**src/rtl/serial_rx_pkg.sv**
```systemverilog
package serial_rx_pkg;

    localparam int MAX_BITS = 9;

    typedef enum logic [2:0] {
        RX_IDLE,
        RX_START,
        RX_DATA,
        RX_PAR,
        RX_STOP,
        RX_WAIT_HIGH
    } rx_state_e;

    typedef struct packed {
        logic [MAX_BITS-1:0] data;
        logic                frame_err;
        logic                parity_err;
    } rx_char_t;

    // Expected parity bit: even parity gives XOR of data, odd inverts it.
    function automatic logic expected_parity(logic [MAX_BITS-1:0] d, logic odd);
        return (^d) ^ odd;
    endfunction

endpackage

```
**src/rtl/serial_rx_sync.sv**
```systemverilog
module serial_rx_sync #(
    parameter int STAGES = 2
) (
    input  logic clk,
    input  logic rst,
    input  logic async_in,
    output logic sync_out
);
    logic [STAGES-1:0] stage_q;

    generate
        for (genvar g = 0; g < STAGES; g++) begin : g_stage
            if (g == 0) begin : g_first
                always_ff @(posedge clk) begin
                    if (rst) stage_q[0] <= 1'b1;
                    else     stage_q[0] <= async_in;
                end
            end else begin : g_next
                always_ff @(posedge clk) begin
                    if (rst) stage_q[g] <= 1'b1;
                    else     stage_q[g] <= stage_q[g-1];
                end
            end
        end
    endgenerate

    assign sync_out = stage_q[STAGES-1];
endmodule

```
**src/rtl/serial_rx_framer.sv**
```systemverilog
module serial_rx_framer
    import serial_rx_pkg::*;
#(
    parameter int DATA_BITS = 8,
    parameter int DIV_W     = 16
) (
    input  logic             clk,
    input  logic             rst,
    input  logic             rx_s,
    input  logic [DIV_W-1:0] divisor,
    input  logic             par_en,
    input  logic             par_odd,
    output logic             char_valid,
    output rx_char_t         char_out
);
    localparam int IDX_W = $clog2(DATA_BITS);
    localparam logic [IDX_W-1:0] LAST_IDX = IDX_W'(DATA_BITS - 1);

    rx_state_e             state;
    logic [DIV_W-1:0]      cnt;
    logic [IDX_W-1:0]      idx;
    logic [DATA_BITS-1:0]  shreg;
    logic [MAX_BITS-1:0]   shreg_ext;
    logic                  perr_q;

    always_comb begin
        shreg_ext = '0;
        shreg_ext[DATA_BITS-1:0] = shreg;
    end

    always_ff @(posedge clk) begin
        if (rst) begin
            state      <= RX_IDLE;
            cnt        <= '0;
            idx        <= '0;
            shreg      <= '0;
            perr_q     <= 1'b0;
            char_valid <= 1'b0;
            char_out   <= '0;
        end else begin
            char_valid <= 1'b0;
            case (state)
                RX_IDLE: begin
                    if (!rx_s) begin
                        state <= RX_START;
                        cnt   <= divisor >> 1;
                    end
                end
                RX_START: begin
                    if (cnt != '0) begin
                        cnt <= cnt - 1'b1;
                    end else if (rx_s) begin
                        state <= RX_IDLE;
                    end else begin
                        state  <= RX_DATA;
                        cnt    <= divisor;
                        idx    <= '0;
                        perr_q <= 1'b0;
                    end
                end
                RX_DATA: begin
                    if (cnt != '0) begin
                        cnt <= cnt - 1'b1;
                    end else begin
                        if (DATA_BITS > 1) shreg <= {rx_s, shreg[DATA_BITS-1:1]};
                        else               shreg <= rx_s;
                        cnt <= divisor;
                        if (idx == LAST_IDX) state <= par_en ? RX_PAR : RX_STOP;
                        else                 idx   <= idx + 1'b1;
                    end
                end
                RX_PAR: begin
                    if (cnt != '0) begin
                        cnt <= cnt - 1'b1;
                    end else begin
                        perr_q <= (rx_s != expected_parity(shreg_ext, par_odd));
                        cnt    <= divisor;
                        state  <= RX_STOP;
                    end
                end
                RX_STOP: begin
                    if (cnt != '0) begin
                        cnt <= cnt - 1'b1;
                    end else begin
                        char_valid          <= 1'b1;
                        char_out.data       <= shreg_ext;
                        char_out.frame_err  <= !rx_s;
                        char_out.parity_err <= perr_q;
                        state <= rx_s ? RX_IDLE : RX_WAIT_HIGH;
                    end
                end
                RX_WAIT_HIGH: begin
                    if (rx_s) state <= RX_IDLE;
                end
                default: state <= RX_IDLE;
            endcase
        end
    end


    false_start_chk: assert property (@(posedge clk) disable iff (rst)
        (state == RX_START && cnt == '0 && rx_s) |=> (state == RX_IDLE && !char_valid));


    wait_high_chk: assert property (@(posedge clk) disable iff (rst)
        (state == RX_STOP && cnt == '0 && !rx_s) |=> (state == RX_WAIT_HIGH && char_out.frame_err));


    valid_pulse_chk: assert property (@(posedge clk) disable iff (rst)
        char_valid |=> !char_valid);

endmodule

```
**src/rtl/serial_rx_hold.sv**
```systemverilog
module serial_rx_hold
    import serial_rx_pkg::*;
#(
    parameter int DATA_BITS = 8
) (
    input  logic                 clk,
    input  logic                 rst,
    input  logic                 char_valid,
    input  rx_char_t             char_in,
    input  logic                 rd_strobe,
    input  logic                 irq_en,
    output logic [DATA_BITS-1:0] rd_data,
    output logic                 rd_ready,
    output logic                 overrun,
    output logic                 frame_err,
    output logic                 parity_err,
    output logic                 irq
);
    logic accept;
    assign accept = char_valid && (!rd_ready || rd_strobe);

    always_ff @(posedge clk) begin
        if (rst) begin
            rd_data    <= '0;
            rd_ready   <= 1'b0;
            overrun    <= 1'b0;
            frame_err  <= 1'b0;
            parity_err <= 1'b0;
        end else begin
            if (accept) begin
                rd_data    <= char_in.data[DATA_BITS-1:0];
                frame_err  <= char_in.frame_err;
                parity_err <= char_in.parity_err;
                rd_ready   <= 1'b1;
            end else if (rd_strobe) begin
                rd_ready   <= 1'b0;
            end
            if (char_valid && rd_ready && !rd_strobe) overrun <= 1'b1;
            else if (rd_strobe)                       overrun <= 1'b0;
        end
    end

    assign irq = rd_ready & irq_en;


    load_chk: assert property (@(posedge clk) disable iff (rst)
        (char_valid && !rd_ready) |=> (rd_ready && rd_data == $past(char_in.data[DATA_BITS-1:0])));


    overrun_chk: assert property (@(posedge clk) disable iff (rst)
        (char_valid && rd_ready && !rd_strobe) |=> (overrun && $stable(rd_data) && $stable(frame_err)));


    read_clear_chk: assert property (@(posedge clk) disable iff (rst)
        (rd_strobe && !char_valid) |=> (!rd_ready && !overrun && $stable(rd_data)));

endmodule

```
**src/rtl/serial_rx_dbuf.sv**
```systemverilog
module serial_rx_dbuf
    import serial_rx_pkg::*;
#(
    parameter int DATA_BITS   = 8,
    parameter int DIV_W       = 16,
    parameter int SYNC_STAGES = 2
) (
    input  logic                 clk,
    input  logic                 rst,
    input  logic                 rxd,
    input  logic [DIV_W-1:0]     divisor,
    input  logic                 parity_en,
    input  logic                 parity_odd,
    input  logic                 irq_en,
    input  logic                 rd_strobe,
    output logic [DATA_BITS-1:0] rd_data,
    output logic                 rd_ready,
    output logic                 overrun,
    output logic                 frame_err,
    output logic                 parity_err,
    output logic                 irq
);
    logic     rx_s;
    logic     char_valid;
    rx_char_t char_bus;

    serial_rx_sync #(.STAGES(SYNC_STAGES)) u_sync (
        .clk      (clk),
        .rst      (rst),
        .async_in (rxd),
        .sync_out (rx_s)
    );

    serial_rx_framer #(.DATA_BITS(DATA_BITS), .DIV_W(DIV_W)) u_framer (
        .clk        (clk),
        .rst        (rst),
        .rx_s       (rx_s),
        .divisor    (divisor),
        .par_en     (parity_en),
        .par_odd    (parity_odd),
        .char_valid (char_valid),
        .char_out   (char_bus)
    );

    serial_rx_hold #(.DATA_BITS(DATA_BITS)) u_hold (
        .clk        (clk),
        .rst        (rst),
        .char_valid (char_valid),
        .char_in    (char_bus),
        .rd_strobe  (rd_strobe),
        .irq_en     (irq_en),
        .rd_data    (rd_data),
        .rd_ready   (rd_ready),
        .overrun    (overrun),
        .frame_err  (frame_err),
        .parity_err (parity_err),
        .irq        (irq)
    );


    irq_ready_chk: assert property (@(posedge clk) disable iff (rst)
        irq |-> (rd_ready && irq_en));

endmodule

```
**config.mk**
```make
export PLATFORM = sky130hd
export DESIGN_NAME = serial_rx_dbuf
export DESIGN_NICKNAME = d
export VERILOG_FILES = /design/src/rtl/serial_rx_pkg.sv /design/src/rtl/serial_rx_sync.sv /design/src/rtl/serial_rx_framer.sv /design/src/rtl/serial_rx_hold.sv /design/src/rtl/serial_rx_dbuf.sv
export SDC_FILE = /design/constraint.sdc
export NUM_CORES = 1
export LEC_CHECK = 0
export CAP_MARGIN = 20
export CORE_MARGIN = 3
export CORE_UTILIZATION = 59
export CTS_BUF_LIST = sky130_fd_sc_hd__clkbuf_8
export DETAILED_ROUTE_END_ITERATION = 8
export PLACE_DENSITY = 0.83
export SLEW_MARGIN = 40
export SYNTH_ARGS = -nofsm -noshare
export SYNTH_HDL_FRONTEND = slang
export SYNTH_SLANG_ARGS = --single-unit
```
**constraint.sdc**
```tcl
create_clock -name clk -period 2.8 [get_ports clk]
set_input_delay 0.42 -clock clk [delete_from_list [all_inputs] [get_ports clk]]
set_output_delay 0.42 -clock clk [all_outputs]
set_load 0.1 [all_outputs]
```
Yosys cells after proc, flatten, opt, wreduce, memory -nomap -nowiden
Index checks and enable logic that the tools add are counted.
{"block": "word_totals", "ff_bits": 56, "inputBits": 23, "out_inout_bits": 13}
{"block": "op_classes", "addsub": 2, "mux": 30, "bitwise_logic": 4, "n_eq_ne": 18, "n_reduce_logical": 23}
{"op": "$mux W16", "count": 5}
{"op": "$pmux W16 S4", "count": 1}
{"op": "$mux W3", "count": 13}
{"op": "$pmux W3 S6", "count": 1}
{"op": "$ne A2 B2 Y1 const B", "count": 8}
{"op": "$reduce_bool A16 Y1", "count": 1}
{"op": "$sub A16 B1 Y16 const B", "count": 1}
{"op": "$eq A3 B3 Y1 const B", "count": 3}
{"op": "$reduce_xor A9 Y1", "count": 1}
{"op": "$reduce_and A4 Y1", "count": 2}
{"op": "$reduce_bool A2 Y1", "count": 4}
{"op": "$mux W1", "count": 7}
{"op": "$reduce_and A7 Y1", "count": 1}
{"op": "$eq A3 B2 Y1 const B", "count": 2}
{"op": "$pmux W3 S2", "count": 1}
{"op": "$reduce_and A5 Y1", "count": 1}
{"op": "$ne A2 B1 Y1 const B", "count": 2}
{"op": "$reduce_and A2 Y1", "count": 2}
{"op": "$reduce_bool A4 Y1", "count": 1}
{"op": "$reduce_or A2 Y1", "count": 2}
{"op": "$add A3 B1 Y3 const B", "count": 1}
{"op": "$eq A3 B1 Y1 const B", "count": 1}
{"op": "$logic_and A1 B1 Y1", "count": 3}
{"op": "$logic_not A1 Y1", "count": 3}
{"op": "9 further kinds", "count": 10}

Logic depth before layout (Yosys ltp)
Gate-level depths: netlist (run 1).
{"block": "depth", "ltp_word": 5, "depth_mapped": 9}

Cells and area by module
Synthesis (run 1) repeated with hierarchy kept, for this count alone.
{"block": "hier_totals", "hier_cells": 434, "hier_area_um2": 3398.3}
{"mod": "serial_rx_framer", "n_inst": 1, "seq_area_each_um2": 840.8, "area_each_um2": 2821.5, "cells_per_inst": 378}
{"mod": "serial_rx_hold", "n_inst": 1, "seq_area_each_um2": 240.2, "area_each_um2": 524.3, "cells_per_inst": 52}
{"mod": "serial_rx_sync", "n_inst": 1, "seq_area_each_um2": 40.0, "area_each_um2": 52.6, "cells_per_inst": 4}

Least setup slack after synthesis (run 1)
Ideal clock, no wire load.
{"block": "synth_timing", "path_type": "register to output", "startpoint": "reg u_hold.rd_ready", "endpoint": "out irq", "slack_ns": 0.534, "stages_incl_launch_ff": 2, "arrival_ns": 1.846, "required_ns": 2.380, "cell_sequence": "dfxtp_1 > and2_1"}
{"block": "synth_via", "elab_chain_len": 1}
{"element": "from (decl)", "line": "serial_rx_hold.sv:13", "source": "output logic rd_ready,"}
{"element": "from (signal assigned)", "line": "serial_rx_hold.sv:25", "source": "rd_ready <= 1'b0;"}
{"element": "from (signal assigned)", "line": "serial_rx_hold.sv:34", "source": "rd_ready <= 1'b1;"}
{"element": "from (signal assigned)", "line": "serial_rx_hold.sv:36", "source": "rd_ready <= 1'b0;"}
{"element": "$and A1 B1 Y1", "line": "serial_rx_hold.sv:43", "source": "assign irq = rd_ready & irq_en;"}
{"element": "to (decl)", "line": "serial_rx_dbuf.sv:21", "source": "output logic irq"}
No other way between the ends.

Worst setup path in the final report (run 1)
{"block": "layout_timing", "startpoint": "reg u_framer.cnt[0]", "endpoint": "reg u_framer.cnt[11]"}
{"block": "layout_via", "elab_chain_len": 3, "word_cells_on_any_way": 9}
{"element": "from (decl)", "line": "serial_rx_framer.sv:20", "source": "logic [DIV_W-1:0] cnt;"}
{"element": "from (signal assigned)", "line": "serial_rx_framer.sv:46", "source": "cnt <= divisor >> 1;"}
{"element": "from (signal assigned)", "line": "serial_rx_framer.sv:51", "source": "cnt <= cnt - 1'b1;"}
{"element": "from (signal assigned)", "line": "serial_rx_framer.sv:56", "source": "cnt <= divisor;"}
{"element": "$sub A16 B1 Y16 or $reduce_bool A16 Y1 (tied branches)"}
{"element": "$mux W16 (tied with other cells)", "line": "serial_rx_framer.sv:82", "source": "if (cnt != '0) begin"}
{"element": "$pmux W16 S4 or $reduce_and A4 Y1 (tied branches)"}
Several ways; a longest one is shown, not always the timed one. The select of a mux whose other input is x is not followed.
A chain may end at the register's enable or synchronous reset.

==> results of run 1 <==
-- report_power, final --
part           internal (W)  switching, W  total [W]
Clock              0.000175      0.000279   0.000454
Combinational      0.000362      0.000580   0.000942
Sequential         0.000841     0.0000880   0.000929
Total               0.00138      0.000947    0.00233
-- routing by layer --
layer / part of all wire / vias to the layer above / routed length (um) / track usage
met3: 0.10 / 23 / 833 / 0.0537
met1: 0.45 / 1454 / 3730 / 0.386
met5: 0 / - / 0 / 0
li1: - / 1527 / - / -
met2: 0.43 / 169 / 3550 / 0.384
met4: 0.019 / 0 / 154 / 0.0828
-- Yosys cell counts (6+ instances only) --
library cell	count	area, um2
clkbuf_1	19	71.3
a21oi_1	33	165
nor2_1	43	161
dfxtp_1	56	1120
nand2_1	36	135
buf_2	6	30.0
xnor2_1	14	123
nor3_1	14	70.1
inv_1	9	33.8
mux2i_1	23	230
nand3_1	11	55.1
o21ai_0	13	65.1
-- kinds of logic after synthesis --
kind of cell / count (synthesis) / synth area share
buffers and inverters: 42 / 0.0573
AO/OA/AOI/OAI: 116 / 0.249
adder cells (fa/ha/maj): 4 / 0.0141
flip-flops: 56 / 0.334
multiplexers: 24 / 0.0719
AND/OR/NAND/NOR: 144 / 0.233
XOR/XNOR: 16 / 0.0417
-- cell type report --
type / count / area, um2
tap: 70 / 87.6
fill: 426 / 1540
inverter: 10 / 37.5
sequential: 56 / 1120
clock inverter: 3 / 20.0
multi-input combinational: 304 / 2050
clock buffer: 5 / 68.8
timing repair buffer: 44 / 380
-- placed cells by master, fill, tap and decap left out, types with 12 or more instances in the layout --
cell and instances:
dfxtp_1 56, nor2_1 43, nand2_1 36, a21oi_1 33, mux2i_1 23, buf_4 22
clkdlybuf4s50_1 21, nor3_1 14, xnor2_1 14, o21ai_0 12
-- through the flow --
step                      setup WS, ns  power (W)  std cells  instance area (um2)  hold slack, ns
after floorplan                  0.534    0.00167        402                 3360           0.389
after global placement           0.529    0.00184        484                 3670           0.394
after detailed placement         0.377    0.00186        484                 3670           0.402
after CTS                        0.362    0.00231        492                 3760           0.428
after global routing            0.0628    0.00245        492                 3760           0.442
final                            0.301    0.00233        492                 3760           0.422
-- state kept, by name, indices dropped and copies added (netlist names), 3 cells and up --
register and count:
u_framer.idx 3, u_framer.state 3, u_framer.cnt 16, u_framer.char_out 10, u_framer.shreg 8, u_hold.rd_data 8
-- worst reg2reg max path, stage by stage, from the launching register on --
cell,delay [ns]
dfxtp_1,0.38
inv_1,0.10
ha_1,0.20
nor3b_2,0.39
nand4_4,0.37
o31ai_1,0.60
nor2_1,0.10
o41ai_1,0.27
-- how the worst max path moves through the flow --
stage / start / end / slack (ns) / depth (start not counted)
global placement: u_framer.cnt[0]$_SDFFE_PP0P_ / u_framer.cnt[7]$_SDFFE_PP0P_ / 0.53 / 8
floorplan: u_hold.rd_ready$_SDFFE_PP0P_ / irq / 0.53 / 1
CTS: u_framer.cnt[0]$_SDFFE_PP0P_ / u_framer.cnt[11]$_SDFFE_PP0P_ / 0.36 / 7
global route: u_framer.cnt[0]$_SDFFE_PP0P_ / u_framer.cnt[11]$_SDFFE_PP0P_ / 0.06 / 7
finish: u_framer.cnt[0]$_SDFFE_PP0P_ / u_framer.cnt[11]$_SDFFE_PP0P_ / 0.30 / 7
detailed placement: u_framer.cnt[0]$_SDFFE_PP0P_ / u_framer.cnt[13]$_SDFFE_PP0P_ / 0.38 / 7
==> key figures, run 1 <==
Routing
  • DRT Pass-1 Iters: 7
  • Antenna Nets Post-Route: 0
  • Detailed Route WL: between 8000 and 9000 um
  • Vias per cell: 6.45
  • Via count: 3,173
  • WL/cell: approximately 17 um
  • Number of DRC markers in iteration 0: 296
  • DR DRC count: 0

Pwr
  • LEAKAGE: between 1 and 1.5 nW
  • Worst vdd rail ir drop: 0.413 mV
  • PD cells: 618 nW/um2

Timing
  • Max Freq: 0.400 GHz
  • Crit path time final: around 2.5 ns
  • Setup tns final: 0 ns
  • Least-Margin Pin Slew: 0.661 ns
  • Slew Limit Fails: 0
  • Final Hold Viols: 0
  • Final setup vio count: 0
  • Final worst path period share: 0.892
  • Worst Skew: 0.0179 ns
  • Worst relative slew slack: 0.560
  • RSZ-0062 raised after global routing: no

Floorplan
  • Die area: 6640 um2
  • Die Y: 81.5 um
  • FP Rows: 26
  • Chip width: between 80 and 90 um
  • Starting density of the core: 0.634
  • Io pins: 36
  • CORE AREA: 5300 um2

Place
  • Routability-driven placement congestion ratio: 0.934
  • Quantity of I/O buffers inserted on ports: 35
  • Detailed Place HPWL: 5650 um

Logic synthesis
  • Syn_area_per_cell: 8.36 um2
  • Post-synth EDFFs: 0
  • Ys flop type: dfxtp_1
  • Post-Synthesis Cells: 402
  • Mapped Area: 3360 um2
  • Synth cell types: 76
  • Sequential area share after synthesis: 0.334
  • Post-synth ARST share: 0
  • #FFs+latches synth: 56
  • Ys Warns: 0
  • Syn Nets: 428

Layout
  • Area growth syn-to-layout: 12.0%
  • Layout cells sized above 1: 0.123
  • # diodes: 0
  • Final core utilization: 0.710
  • Final nets: 447

Run status
  • Status: complete, no violations

Critical path
  • Reg2reg path depth: 7
  • CP top delay family: simple AND/OR/NAND/NOR gates
  • Crit-path cells: inv_1, ha_1, nor3b_2, nand4_4, o31ai_1, nor2_1, o41ai_1
  • CP required: a little over 3 ns
  • Reg2Reg Launch Point: u_framer.cnt[0]$_SDFFE_PP0P_
  • Critical Path Fanout Max: 16
  • Reg2reg setup slack: 0.30 ns
  • Crit path DAT: approximately 2.7 ns
  • CP max-delay cell: o31ai_1
  • CP max stage delay: 0.59 ns
  • Type of the worst setup path: reg -> reg
  • Critical path launch point type: flop
  • Crit end category: flop
  • RR Endpoint: u_framer.cnt[11]$_SDFFE_PP0P_
  • CP bufs+invs: 1

Clock network
  • CTS tree: yes
  • Hold bufs inserted after CTS: 0
  • # resized after CTS: 0
  • TritonCTS Sinks: 56
  • H-tree level count: 2
  • CTS Root Cell: clkbuf_8
  • Clk_lat worst skew: 0.32 ns
  • Clk slew on worst S/H paths: roughly 0.12 ns
  • Postcts setup bufs: 0
  • Clock tree buffer depth: 2
  • Num CTS Buffers: 5

Global route
  • First-pass GRT wire length: 13,700 um
  • Grt ovf: 0
  • Tot GR Track Use: 0.263
  • Vias in the first global route: about 2,800
  • Initial antenna violation count: 0
  • Pin count of the biggest net entering global routing: 39

Flow run
  • Max cap viols: 0

Min path
  • End of the worst hold path: u_sync.sync_out$_SDFF_PP1_
  • HP Start: u_sync.stage_q[0]$_SDFF_PP1_
  • Hold path depth: 1
  • Hold Crit Class: reg -> reg
(Power assumes the default switching activity.)
==> run 2, diff against run 1 <==
- CAP_MARGIN: 20 -> 30
- PLACE_DENSITY: 0.83 -> 0.89
==> run 2 against run 1 <==
Register-to-register slack better by 0.04 ns. Cell area up 0.13%. Worst hold slack worse by 0.0027 ns. Sequential share of layout area about the same. Via count up 1.1%. Highest routed layer unchanged. Maximum frequency up 1.5%. Largest power group is now sequential cells. Die area unchanged. Utilization up 0.094 points. Sequential cell count unchanged. Clock power down 2%. Combinational power down 1%. Sequential power up 0.4%.
==> key figures, run 2 (same netlist as run 1, synthesis figures left out) <==
Run status
  • Status: complete, no violations

Timing
  • RSZ-0062 raised after global routing: no
  • Least-Margin Pin Slew: 0.675 ns
  • Worst relative slew slack: 0.550
  • Final setup vio count: 0
  • Worst Skew: 0.0153 ns
  • Slew Limit Fails: 0
  • Final Hold Viols: 0
  • Setup tns final: 0 ns
  • Max Freq: 0.406 GHz
  • Final worst path period share: 0.879
  • Final setup margin: 0.338 ns
  • Crit path time final: 2.46 ns

Place
  • Detailed Place HPWL: 6020 um
  • Dpl ws: approximately 0.37 ns
  • Quantity of I/O buffers inserted on ports: 35
  • Routability-driven placement congestion ratio: 0.960
  • Post-DP Area: 3680 um2

Pwr
  • PD cells: 614 nW/um2
  • Worst vdd rail ir drop: 0.444 mV
  • LEAKAGE: about 1.5 nW

Layout
  • Most frequent cells in the layout: dfxtp_1 (56), nor2_1 (43), nand2_1 (36)
  • Reg with most FFs: u_framer.cnt
  • Design Area, Final: between 3000 and 4000 um2
  • Area of the multi-input gates: between 2000 and 2500 um2
  • # diodes: 0
  • Final nets: 448
  • Layout cells sized above 1: 0.125
  • Most common cell after layout, fill and taps aside: dfxtp_1
  • Final-layout fill cell count: 418
  • Area growth syn-to-layout: 12.1%
  • Regs by FF count: u_framer.cnt: 16 flops, u_framer.char_out: 10 flops
  • Register area: 1120 um2
  • Largest register FFs: 16

Routing
  • DRT Pass-1 Iters: 6
  • WL/cell: 17.3 um
  • Vias per cell: 6.51
  • Number of DRC markers in iteration 0: about 370
  • Via count: 3,209
  • Antenna Nets Post-Route: 0
  • Detailed Route WL: 8530 um
  • DR DRC count: 0

Floorplan
  • CORE AREA: 5300 um2
  • Die area: about 6600 um2
  • Die Y: slightly above 80 um
  • Starting density of the core: 0.634
  • Chip width: between 80 and 90 um
  • FP Rows: 26
  • Io pins: 36

Clock network
  • Num CTS Buffers: 5
  • H-tree level count: 2
  • Clock tree buffer depth: 2
  • CTS Root Cell: clkbuf_8
  • CTS tree: yes
  • Clk_lat worst skew: 0.31 ns
  • # resized after CTS: 0
  • Clk slew on worst S/H paths: 0.10 ns
  • Hold bufs inserted after CTS: 0
  • TritonCTS Sinks: 56
  • Postcts setup bufs: 0

Critical path
  • CP required: 2.99 ns
  • Critical Path Fanout Max: 16
  • Crit end category: flop
  • Crit path DAT: 2.66 ns
  • Type of the worst setup path: reg -> reg
  • Critical path launch point type: flop

Global route
  • Pin count of the biggest net entering global routing: 39
  • Tot GR Track Use: 0.270
  • First-pass GRT wire length: approximately 14,000 um
  • Vias in the first global route: 2,963
  • Initial antenna violation count: 0
  • Grt ovf: 0

Flow run
  • Max cap viols: 0

Min path
  • Hold Crit Class: reg -> reg
## run 2: changes by cell type in the layout (fill, tap and decap cells not counted), sizes merged
cell      delta
clkinvlp     -1
inv          +1
buf          +1
## run 2: final timing paths
check	startpoint	endpoint	slack [ns]	cells past startpoint
setup reg to reg	u_framer.cnt[0]$_SDFFE_PP0P_	u_framer.cnt[7]$_SDFFE_PP0P_	0.34	8
hold / removal	u_sync.stage_q[0]$_SDFF_PP1_	u_sync.sync_out$_SDFF_PP1_	0.42	1
hold reg to reg	u_sync.stage_q[0]$_SDFF_PP1_	u_sync.sync_out$_SDFF_PP1_	0.42	1
setup / recovery	u_framer.cnt[0]$_SDFFE_PP0P_	u_framer.cnt[7]$_SDFFE_PP0P_	0.34	8
## run 2: through the flow
stage	std cells	hold WS, ns	util	power (W)
2_1_floorplan	402	0.389	-	0.00167
3_3_place_gp	485	0.394	0.694	0.00183
3_5_place_dp	485	0.402	0.694	0.00185
4_1_cts	493	0.424	0.710	0.00229
5_1_grt	493	0.429	0.710	0.00243
6_report	493	0.419	0.710	0.00231
## run 2: final cells by class
cell class                      count  area share
Multi-Input combinational cell    304       0.543
Sequential cell                    56       0.298
Timing Repair Buffer               45       0.103
Tap cell                           70      0.0232
Clock buffer                        5      0.0183
Inverter                           10     0.00996
Clock inverter                      3     0.00465
## run 2: power by group
group	internal (W)	switching, W
registers	0.000842	0.0000910
clock network	0.000176	0.000271
logic	0.000356	0.000577
## run 2: routing by layer
layer	GRT usage	part of all wire
met1	0.371	0.42
met2	0.435	0.46
met3	0.0362	0.086
met4	0.0963	0.026
met5	0	0
## run 2: critical path, stage by stage, from the launching register on
cell and delay (ns):
dfxtp_1 0.39, inv_1 0.10, ha_1 0.20, nor3b_2 0.39, nand4_4 0.36, o21ai_4 0.26
buf_4 0.23, a21oi_1 0.07, a2111oi_1 0.36
